--- config.mk ---
export PLATFORM = sky130hd
export DESIGN_NAME = ds_short_monitor
export DESIGN_NICKNAME = d
export VERILOG_FILES = /design/src/rtl/ds_mon_pkg.sv /design/src/rtl/ds_sync.sv /design/src/rtl/ds_blank_timer.sv /design/src/rtl/ds_side_qual.sv /design/src/rtl/ds_short_monitor.sv
export SDC_FILE = /design/constraint.sdc
export NUM_CORES = 1
export LEC_CHECK = 0
export ABC_AREA = 0
export BUFFER_PORTS_ARGS = -buffer_cell sky130_fd_sc_hd__buf_2
export CORE_MARGIN = 5
export CORE_UTILIZATION = 40
export CTS_BUF_LIST = sky130_fd_sc_hd__clkbuf_8 sky130_fd_sc_hd__clkbuf_16
export DETAILED_ROUTE_END_ITERATION = 10
export SYNTH_ARGS = -nofsm -noshare
export SYNTH_HDL_FRONTEND = slang
export SYNTH_HIERARCHICAL = 1
export SYNTH_SLANG_ARGS = --single-unit
--- constraint.sdc ---
create_clock -name clk -period 4.17 [get_ports clk]
set_clock_uncertainty 0.1 [all_clocks]
set_input_delay 0.6255 -clock clk [delete_from_list [all_inputs] [get_ports clk]]
set_output_delay 0.6255 -clock clk [all_outputs]
set_load 0.02 [all_outputs]
--- src/rtl/ds_mon_pkg.sv ---
package ds_mon_pkg;
  localparam int NSIDE = 2;
  typedef enum logic [0:0] { SIDE_HS = 1'b0, SIDE_LS = 1'b1 } side_e;
endpackage

--- src/rtl/ds_sync.sv ---
module ds_sync #(
  parameter int WIDTH  = 2,
  parameter int STAGES = 2
) (
  input  logic             clk,
  input  logic             rst,
  input  logic [WIDTH-1:0] d_i,
  output logic [WIDTH-1:0] q_o
);
  logic [WIDTH-1:0] chain [STAGES];

  always_ff @(posedge clk) begin
    if (rst) begin
      for (int s = 0; s < STAGES; s++) chain[s] <= '0;
    end else begin
      chain[0] <= d_i;
      for (int s = 1; s < STAGES; s++) chain[s] <= chain[s-1];
    end
  end

  assign q_o = chain[STAGES-1];
endmodule

--- src/rtl/ds_blank_timer.sv ---
module ds_blank_timer #(
  parameter int NSIDE        = 2,
  parameter int BLANK_CYCLES = 8
) (
  input  logic             clk,
  input  logic             rst,
  input  logic [NSIDE-1:0] gate_i,
  output logic [NSIDE-1:0] rise_o,
  output logic             blank_o
);
  localparam int CW = $clog2(BLANK_CYCLES + 1);
  localparam logic [CW-1:0] LOAD = CW'(BLANK_CYCLES);

  logic [NSIDE-1:0] gate_d;
  logic [CW-1:0]    cnt;

  assign rise_o  = gate_i & ~gate_d;
  assign blank_o = (cnt != '0) || (|rise_o);

  always_ff @(posedge clk) begin
    if (rst) begin
      gate_d <= '0;
      cnt    <= '0;
    end else begin
      gate_d <= gate_i;
      if (|rise_o)        cnt <= LOAD;
      else if (cnt != '0) cnt <= cnt - 1'b1;
    end
  end

  p_cnt_bound_r3: assert property (@(posedge clk) disable iff (rst)
    cnt <= LOAD);
  p_rise_reload_r3: assert property (@(posedge clk) disable iff (rst)
    (|rise_o) |=> (cnt == LOAD));
endmodule

--- src/rtl/ds_side_qual.sv ---
module ds_side_qual (
  input  logic clk,
  input  logic rst,
  input  logic cmp_s_i,
  input  logic gate_i,
  input  logic rise_i,
  input  logic blank_i,
  input  logic mask_i,
  input  logic sof_i,
  output logic lat_next_o,
  output logic lat_o,
  output logic pulse_o
);
  logic qual;
  logic clr;

  assign qual = cmp_s_i & gate_i & ~blank_i & ~mask_i;
  assign clr  = rise_i & ~sof_i;

  always_comb begin
    lat_next_o = lat_o;
    if (qual)     lat_next_o = 1'b1;
    else if (clr) lat_next_o = 1'b0;
  end

  always_ff @(posedge clk) begin
    if (rst) begin
      lat_o   <= 1'b0;
      pulse_o <= 1'b0;
    end else begin
      lat_o   <= lat_next_o;
      pulse_o <= qual & ~lat_o;
    end
  end

  p_pulse_single_r8: assert property (@(posedge clk) disable iff (rst)
    pulse_o |=> !pulse_o);
  p_pulse_has_latch_r8: assert property (@(posedge clk) disable iff (rst)
    pulse_o |-> lat_o);
  p_latch_hold_r5: assert property (@(posedge clk) disable iff (rst)
    (lat_o && !(rise_i && !sof_i)) |=> lat_o);
  p_blank_no_set_r3: assert property (@(posedge clk) disable iff (rst)
    (!lat_o && blank_i) |=> !lat_o);
  p_gate_off_no_set_r9: assert property (@(posedge clk) disable iff (rst)
    (!lat_o && !gate_i) |=> !lat_o);
endmodule

--- src/rtl/ds_short_monitor.sv ---
module ds_short_monitor #(
  parameter int BLANK_CYCLES = 8,
  parameter int SYNC_STAGES  = 2
) (
  input  logic clk,
  input  logic rst,
  input  logic cmp_hs_i,
  input  logic cmp_ls_i,
  input  logic gate_hs_i,
  input  logic gate_ls_i,
  input  logic stop_on_fault_i,
  input  logic mask_i,
  output logic flt_pulse_hs_o,
  output logic flt_pulse_ls_o,
  output logic flt_hs_o,
  output logic flt_ls_o,
  output logic off_hs_o,
  output logic off_ls_o
);
  import ds_mon_pkg::*;

  logic [NSIDE-1:0] cmp_raw, cmp_s, gate, rise;
  logic [NSIDE-1:0] lat_next, lat, pulse, off_q;
  logic             blank;

  assign cmp_raw[SIDE_HS] = cmp_hs_i;
  assign cmp_raw[SIDE_LS] = cmp_ls_i;
  assign gate[SIDE_HS]    = gate_hs_i;
  assign gate[SIDE_LS]    = gate_ls_i;

  ds_sync #(.WIDTH(NSIDE), .STAGES(SYNC_STAGES)) u_sync (
    .clk(clk), .rst(rst), .d_i(cmp_raw), .q_o(cmp_s)
  );

  ds_blank_timer #(.NSIDE(NSIDE), .BLANK_CYCLES(BLANK_CYCLES)) u_blank (
    .clk(clk), .rst(rst), .gate_i(gate), .rise_o(rise), .blank_o(blank)
  );

  for (genvar i = 0; i < NSIDE; i++) begin : g_side
    ds_side_qual u_side (
      .clk(clk), .rst(rst), .cmp_s_i(cmp_s[i]), .gate_i(gate[i]),
      .rise_i(rise[i]), .blank_i(blank), .mask_i(mask_i),
      .sof_i(stop_on_fault_i), .lat_next_o(lat_next[i]),
      .lat_o(lat[i]), .pulse_o(pulse[i])
    );
  end

  always_ff @(posedge clk) begin
    if (rst) begin
      off_q <= '0;
    end else begin
      for (int i = 0; i < NSIDE; i++)
        off_q[i] <= lat_next[i] | (stop_on_fault_i & (|lat_next));
    end
  end

  assign flt_pulse_hs_o = pulse[SIDE_HS];
  assign flt_pulse_ls_o = pulse[SIDE_LS];
  assign flt_hs_o       = lat[SIDE_HS];
  assign flt_ls_o       = lat[SIDE_LS];
  assign off_hs_o       = off_q[SIDE_HS];
  assign off_ls_o       = off_q[SIDE_LS];

  p_sof_both_off_r4: assert property (@(posedge clk) disable iff (rst)
    (stop_on_fault_i && (|lat)) |=> (off_hs_o && off_ls_o));
  p_mask_quiet_r6: assert property (@(posedge clk) disable iff (rst)
    mask_i |=> !(flt_pulse_hs_o || flt_pulse_ls_o));
  p_off_follows_latch_r1: assert property (@(posedge clk) disable iff (rst)
    flt_ls_o |-> off_ls_o);
  p_off_follows_latch_r2: assert property (@(posedge clk) disable iff (rst)
    flt_hs_o |-> off_hs_o);
endmodule

* Yosys cells after proc, flatten, opt, wreduce, memory -nomap -nowiden *
Memory sizes are Yosys's and may differ from the RTL's.
Cells that the tools add are included.

word-level totals
  output and inout bits = 6
  register bits after elaboration = 12
  RAM bits = 4
  word-level logic and storage cells = 49
  input port bits = 8
  memories kept = 1

cells by class
  bitwise operators = 22
  reductions and logical operators = 6
  multiplexer cells = 11
  add/subtract/negate cells = 1

memory list
  name          depth  bits a word  rd ports  clocked after Yosys merged registers in  wr ports  RTL line       source
  u_sync.chain  2      2            2         0                                        2         ds_sync.sv:10  logic [WIDTH-1:0] chain [STAGES];

operators with widths
  kind                                                                count
  1-bit AND                                                           11
  4-bit 2-to-1 mux                                                    2
  1-bit 2-to-1 mux                                                    7
  1-bit NOT                                                           5
  2-bit 2-to-1 mux                                                    2
  1-bit OR                                                            4
  4-bit nonzero test                                                  1
  2-bit OR reduction                                                  2
  4-bit by 1-bit subtractor with 4-bit output, second input constant  1
  3-bit OR reduction                                                  1
  2-bit AND                                                           1
  2-bit NOT                                                           1
  2-bit nonzero test                                                  1
  1-bit logical OR                                                    1

* Longest topological paths before layout *
Gate-level depths: netlist of the first run.

  depth after elaboration = 11
  mapped depth = 9
  depth with buffers taken out = 9

* By module *
The synthesis of the first run kept the hierarchy.

modules (own cells, without submodules)
  module            times used  cells an instance  area an instance (sq um)
  ds_blank_timer    1           30                 314.1
  ds_side_qual      2           9                  87.6
  ds_sync           1           10                 120.1
  ds_short_monitor  1           6                  57.6

* Worst setup path before layout of the first run *
OpenSTA, ideal clock, no wires.

  path type = input -> register
  start point = in gate_ls_i
  end point = reg off_q[0]
  setup time = 0.064 ns
  arrival time = 1.361 ns
  buffers on the path = 0
  setup slack = 2.646 ns
  stages = 8
  cells stage by stage = nor2b_4 nor2_1 nand2_1 nor2_2 nand3_2 nand2_1 a21oi_1 nor2_1

on the way
  word-level cells in the longest chain between the ends = 10
  elaborated cells on any way between the ends = 16
  those cells by class = mux (3); bitwise (10); reduce/logical (3)

ends and longest elaborated chain
  what                           RTL line                source
  start, declared                ds_short_monitor.sv:10  input logic gate_ls_i,
  2-bit AND                      ds_blank_timer.sv:17    assign rise_o = gate_i & ~gate_d;
  2-bit OR reduction             ds_blank_timer.sv:18    assign blank_o = (cnt != '0) || (|rise_o);
  1-bit logical OR               ds_blank_timer.sv:18
  via blank                      ds_short_monitor.sv:24  logic blank;
  1-bit NOT                      ds_side_qual.sv:17      assign qual = cmp_s_i & gate_i & ~blank_i & ~mask_i;
  1-bit AND (2 in series)        ds_side_qual.sv:17
  1-bit 2-to-1 mux               ds_side_qual.sv:22      if (qual) lat_next_o = 1'b1;
  via lat_next[1]                ds_short_monitor.sv:23  logic [NSIDE-1:0] lat_next, lat, pulse, off_q;
  2-bit OR reduction             ds_short_monitor.sv:53  off_q[i] <= lat_next[i] | (stop_on_fault_i & (|lat_next));
  1-bit AND                      ds_short_monitor.sv:53
  1-bit OR                       ds_short_monitor.sv:53
  end signal, assigned by index  ds_short_monitor.sv:53
  end, declared                  ds_short_monitor.sv:23

The timed path passes the listed nets, and every way through them passes these cells.
A chain may end at the register's enable or synchronous reset.

* Worst setup path in the final report of the first run *
  start point = reg u_blank.cnt[0]
  end point = reg off_q[0]

on the way
  word-level cells in the longest chain between the ends = 9
  elaborated cells on any way between the ends = 12
  those cells by class = mux (2); bitwise (7); reduce/logical (3)

ends and longest elaborated chain
  what                     RTL line                source
  start, declared          ds_blank_timer.sv:15    logic [CW-1:0] cnt;
  start signal, assigned   ds_blank_timer.sv:27    else if (cnt != '0) cnt <= cnt - 1'b1;
  4-bit nonzero test       ds_blank_timer.sv:18
  1-bit logical OR         ds_blank_timer.sv:18
  via blank                ds_short_monitor.sv:24
  1-bit NOT                ds_side_qual.sv:17
  1-bit AND (2 in series)  ds_side_qual.sv:17
  1-bit 2-to-1 mux         ds_side_qual.sv:22
  via lat_next[1]          ds_short_monitor.sv:23
  2-bit OR reduction       ds_short_monitor.sv:53
  1-bit AND                ds_short_monitor.sv:53
  1-bit OR                 ds_short_monitor.sv:53

The timed path passes the listed nets, and every way through them passes these cells.

==> results of run 1 <==
-- metrics by stage --
stage | std cells | cell area (µm²) | power, µW | utilization | hold slack (ns)
after CTS | 95 | 792 | 347 | 0.514 | 0.343
after floorplan | 64 | 667 | 201 | - | 0.314
after global routing | 95 | 792 | 361 | 0.514 | 0.362
after global placement | 91 | 737 | 211 | 0.478 | 0.318
after detailed placement | 91 | 737 | 212 | 0.478 | 0.327
final | 95 | 792 | 341 | 0.514 | 0.337
-- metal layers --
metal	track usage	share of wire	vias up
met1	0.105	0.49	193
met2	0.145	0.44	11
met5	0	0	-
met4	0.0255	0	0
li1	-	-	238
met3	0.0523	0.070	0
-- report_power, final --
group	switching, µW	total, µW	internal, µW
clock network	49.0	133	83.6
logic	21.8	43.9	22.1
registers	4.55	164	160
total	75.4	341	265
-- final cells by class --
| class | instances | area, µm² |
|---|---|---|
| Inverter | 4 | 15.0 |
| Clock buffer | 4 | 55.1 |
| Timing Repair Buffer | 13 | 65.1 |
| Multi-Input combinational cell | 42 | 317 |
| Sequential cell | 16 | 320 |
| Fill cell | 155 | 749 |
| Tap cell | 16 | 20.0 |
-- kinds of logic after synthesis --
group                    Yosys count  share of synthesized area
flip-flops                        16                      0.480
buffers and inverters              6                     0.0450
adder cells (fa/ha/maj)            2                     0.0375
AO/OA/AOI/OAI                      9                     0.0976
multiplexers                       1                     0.0150
XOR/XNOR                           1                     0.0131
AND/OR/NAND/NOR                   29                      0.311
-- worst max-delay path, cell delays in order (launching register included) --
cell and delay (ns):
dfxtp_1 0.31, inv_1 0.11, ha_1 0.20, nor3b_4 0.30, nand2_1 0.15, nor2_2 0.11
nand3_2 0.12, nand2_1 0.10, a21oi_1 0.06, nor2_1 0.08
-- worst max path at each step --
stage	start	end	slack [ns]	cells after the start
5_1_grt	u_blank/cnt[0]	off_q[1]	2.27	9
2_1_floorplan	gate_ls_i	off_q[0]	2.65	8
3_5_place_dp	gate_ls_i	off_q[0]	2.41	9
3_3_place_gp	gate_ls_i	off_q[0]	2.43	9
6_report	u_blank/cnt[0]	off_q[0]	2.47	9
4_1_cts	u_blank/cnt[0]	off_q[0]	2.45	9
-- cells in the final DEF (no fill, tap or decap), drive strengths merged, types with 2 or more instances in the layout --
master / netlist / final
nor2b: 9 / 9
nand2: 3 / 3
inv: 4 / 4
ha: 2 / 2
nand3: 2 / 2
nor3: 4 / 4
clkbuf: 0 / 4
dfxtp: 16 / 16
nor2: 6 / 6
a21oi: 5 / 5
nand2b: 2 / 2
buf: 2 / 13
o21ai: 2 / 2
-- registers in the layout (all words and copies together), names as in the netlist --
| name | flops |
|---|---|
| g_side.u_side/lat_o | 2 |
| g_side.u_side/pulse_o | 2 |
| off_q | 2 |
| u_blank/cnt | 4 |
| u_blank/gate_d | 2 |
| u_sync/chain | 4 |
==> flow_summary.ini, run 1 <==
[drt]
wl_per_cell_um = 10.4
drtIter0Drc = 7
vias = 442
viasPerCell = 4.65
ant_nets = 0
drtPass1Iterations = 4
drc = 0
routed_wirelength_um = 988

[critical_path]
path_max_fanout = 4
path_class = flip-flop to flip-flop
cp_data_required_time_ns = 4.25
reg2reg_setup_slack_ns = 2.47
r2r-end = off_q[0]
r2r-start = u_blank/cnt[0]
cp.arrival_ns = 1.78
crit_path_end_kind = flip-flop
ff2ff_path_depth = 9
start_kind = flip-flop

[sta]
rsz0062_at_grt = false
slew-limit-headroom = 0.787
hold_viol_final = 0
setup_viol = 0
period_needed_ns = 1.70
final_max_slew_viol_count = 0
fin_crit_sh = 0.407
fin_tns_setup_ns = 0
max_freq_ghz = 0.589
worst_pin_slew_ns = 0.320
setup_ws_ns = 2.47

[clocking]
clock-sinks = 16
cts-resized-gates = 0
clockRootBuffer = clkbuf_8
cts.path.max_buffers = 2
cts_buffers = 3
cts_tree = yes
clk_latency_ns = 0.25
post-cts-setup-buffer-count = 0
cts.clk_slew.worst_paths_ns = 0.06
htreeDepth = 1
hold_buffers = 0

[min_path]
holdCritPathClass = flip-flop to flip-flop
hold-path-cell-count = 1
min_to = u_sync/chain[0][2]
min_from = u_sync/chain[0][0]

[synthesis]
synth.top_cell.area_share = 0.480
syn_inst = 64
synth_nets = 74
synth.area.top_cells = dfxtp_1 (48%), nor2b_1 (6.6%), nor2b_4 (4.1%)
synth_area_um2 = 667
syn_area_per_cell_um2 = 10.4
ys_seq_elements = 16
synthArstFlopShare = 0
synth_edf_count = 0
synth.most_common_cell = dfxtp_1
synth.distinct_cells = 23
ys_warn_count = 6
yosysSeqAreaShare = 0.480
synth_flop_cell = dfxtp_1
yosys-top-cells-count = dfxtp_1 (16), nor2b_1 (7), inv_1 (4), nor2_1 (4)
synth_top_cell_by_area = dfxtp_1

[power_and_ir_drop]
p_leak_uw = 0.000353
powerDensity_nw_per_um2 = 430
ir_worst_vdd_mv = 0.274

[die]
fp.dieW_um = 50.8
rows = 14
initial_core_util = 0.433
fp.coreArea_um2 = 1540
die_y_um = 50.8
fp.dieArea_um2 = 2580
ioPinCount = 14

[global_routing]
grt_pass1_wl_mm = 1.82
grtUsageTotal = 0.0916
grt_pass1_vias = 454
antenna_found_initial = 0
grt_max_degree = 17
grt.overflow.total = 0

[placed_design]
dp_hpwl_um = 758
portBuffers = 13
post-place-ws_ns = 2.41
routabilityCongestion = 0.715

[final_layout]
synthToLayoutAreaGrowth_pct = 18.8
n_antenna_cell = 0
drive_gt1_frac = 0.380
layout.nets = 90

[flow_run]
max_cap_violations = 0

[outcome]
outcome = completed
No activity file was read; power rests on OpenSTA's default activity.
==> run 2: changes to the inputs <==
ABC_AREA = 1   (was 0)
clock period = 1.62 ns   (was 4.17 ns; I/O delays follow)
==> run 2 against run 1 <==
  * Critical path depth rose by 1
  * Critical path type unchanged
  * First-iteration DRC count fell by 29%
  * Synthesized cell count rose by 42%
  * Largest power group unchanged
==> flow_summary.ini, run 2 <==
[global_routing]
grt_pass1_wl_mm = 1.79
use_met1 = 0.113
grt_util_met3 = 0.0430
grt_pass1_vias = 444
grt_max_degree = 15
grt.overflow.total = 0
antenna_found_initial = 0
grt_busiest_layer = met2
grtUsageTotal = 0.0923
use_met2 = 0.131

[die]
rows = 15
die_y_um = 51.7
fp.dieW_um = 51.7
ioPinCount = 14
initial_core_util = 0.411
fp.coreArea_um2 = 1690
fp.dieArea_um2 = 2670

[critical_path]
crit_slowest_cell = dfxtp_1
start_kind = flip-flop
crit_family = simple AND/OR/NAND/NOR gates
cp_data_required_time_ns = 1.65
path_max_fanout = 4
cp.arrival_ns = 1.55
cpPeakStageDelay_ns = 0.36
path_class = flip-flop to flip-flop
crit_path_cell_trace = inv_2, ha_1, nand3_2, inv_2, nand2_2, nor2_2, nand2_2, nand2_1, a21oi_2, nor2_1
crit_path_end_kind = flip-flop
path_buf_inv = 2

[final_layout]
final_util = 0.492
top_regs = u_blank/cnt: 4 flops, u_sync/chain: 4 flops
final_cells = 123
synthToLayoutAreaGrowth_pct = 19.6
layout.nets = 117
final_cell_mix = nand2_1 (19), inv_1 (18), dfxtp_1 (16)
drive_gt1_frac = 0.358
n_antenna_cell = 0
fillers = 170
layout_commonest_cell = nand2_1

[flow_run]
max_cap_violations = 0

[clocking]
cts_tree = yes
htreeDepth = 1
cts_buffers = 3
clk_latency_ns = 0.25
cts.clk_slew.worst_paths_ns = 0.06
clock-sinks = 16
clockRootBuffer = clkbuf_8
cts.path.max_buffers = 2
hold_buffers = 0

[synthesis]
synth.most_common_cell = nand2_1
yosysSeqAreaShare = 0.461
syn_inst = 91
syn_area_per_cell_um2 = 7.63
ys_warn_count = 6
ys_seq_elements = 16
synth.top_cell.area_share = 0.461
yosys-top-cells-count = nand2_1 (20), inv_1 (19), dfxtp_1 (16), nor2_1 (12)
synthArstFlopShare = 0
synth_top_cell_by_area = dfxtp_1
synth_flop_cell = dfxtp_1
synth.distinct_cells = 14
synth_edf_count = 0
synth_area_um2 = 694
synth_nets = 101
synth.area.top_cells = dfxtp_1 (46%), nand2_1 (11%), inv_1 (10%)

[sta]
period_needed_ns = 1.51
setup_ws_ns = 0.107
slew-limit-headroom = 0.812
hold_viol_final = 0
setup_viol = 0
final_max_slew_viol_count = 0
max_freq_ghz = 0.661
fin_crit_sh = 0.934
worst_pin_slew_ns = 0.282

[drt]
vias = 525
drc = 0
viasPerCell = 4.27
routed_wirelength_mm = 1.02
drtIter0Drc = 5
drtPass1Iterations = 4
wl_per_cell_um = 8.28
ant_nets = 0

[placed_design]
dp_hpwl_um = 793
portBuffers = 13
dp.cells = 119
routabilityCongestion = 0.743
post-place-ws_ns = 0.0848

[power_and_ir_drop]
p_leak_uw = 0.000455
total_power_uw = 886
powerDensity_nw_per_um2 = 1070
ir_worst_vdd_mv = 0.550

[min_path]
holdCritPathClass = primary input to flip-flop

[outcome]
outcome = completed
## run 2: cell types whose count changed in the layout (fill, tap and decap cells not counted), sizes merged, moves of 2 or more
cell	previous run	this run
inv	4	22
nand2	3	24
nand2b	2	0
nor2	6	14
nor2b	9	0
o21ai	2	0
## run 2: cells by family (layout without fill, tap and decap cells)
kind of cell / count (synthesis) / after routing / synth area share
and+or+nand+nor: 42 / 42 / 0.285
buffers and inverters: 24 / 39 / 0.141
DFF: 16 / 16 / 0.461
AOI/OAI and AO/OA: 6 / 6 / 0.0649
adders and majority gates: 2 / 2 / 0.0360
xor gates and xnor gates: 1 / 1 / 0.0126
## run 2: worst register-to-register path, stage by stage (launching register included)
cell and delay, ns:
dfxtp_1 0.36, inv_2 0.07, ha_1 0.22, nand3_2 0.10
inv_2 0.07, nand2_2 0.09, nor2_2 0.04, nand2_2 0.09
nand2_1 0.10, a21oi_2 0.12, nor2_1 0.04
## run 2: metrics by stage
step	hold WS, ns	cell area [µm²]	TNS [ns]
2_1_floorplan	0.205	694	0
3_3_place_gp	0.290	766	0
3_5_place_dp	0.299	766	0
4_1_cts	0.0890	821	0
5_1_grt	0.110	831	-0.0182
6_report	0.0971	831	0
## run 2: final cells by class
| cell class | count | area, µm² | share of cell area |
|---|---|---|---|
| clock buffers | 4 | 55.1 | 0.0663 |
| inverters | 22 | 82.6 | 0.0994 |
| multi-input cells | 51 | 287 | 0.345 |
| flip-flops and latches | 16 | 320 | 0.386 |
| well taps | 17 | 21.3 | 0.0256 |
| repair buffers | 13 | 65.1 | 0.0783 |
## run 2: per-layer routing
metal / part of all wire / up-vias
met5: 0 / -
met2: 0.43 / 15
met1: 0.47 / 216
met4: 0.014 / 0
li1: - / 290
met3: 0.084 / 4
## run 2: worst paths after layout
path | from | endpoint | slack [ns] | depth (start not counted)
setup / recovery | u_blank/cnt[0] | off_q[0] | 0.11 | 10
hold / removal | cmp_ls_i | u_sync/chain[0][1] | 0.1 | 3
setup reg to reg | u_blank/cnt[0] | off_q[0] | 0.11 | 10
hold reg to reg | u_sync/chain[0][0] | u_sync/chain[0][2] | 0.31 | 2
## run 2: power breakdown
group          switching [µW]  total (µW)  internal (µW)
Clock                     130         345            215
Sequential               9.07         420            411
Combinational            76.3         121           44.3
## run 2: repair_timing
item	CTS	global route
endpoints found under the setup margin	0	2
gates resized for setup	0	4
buffers inserted	0	0
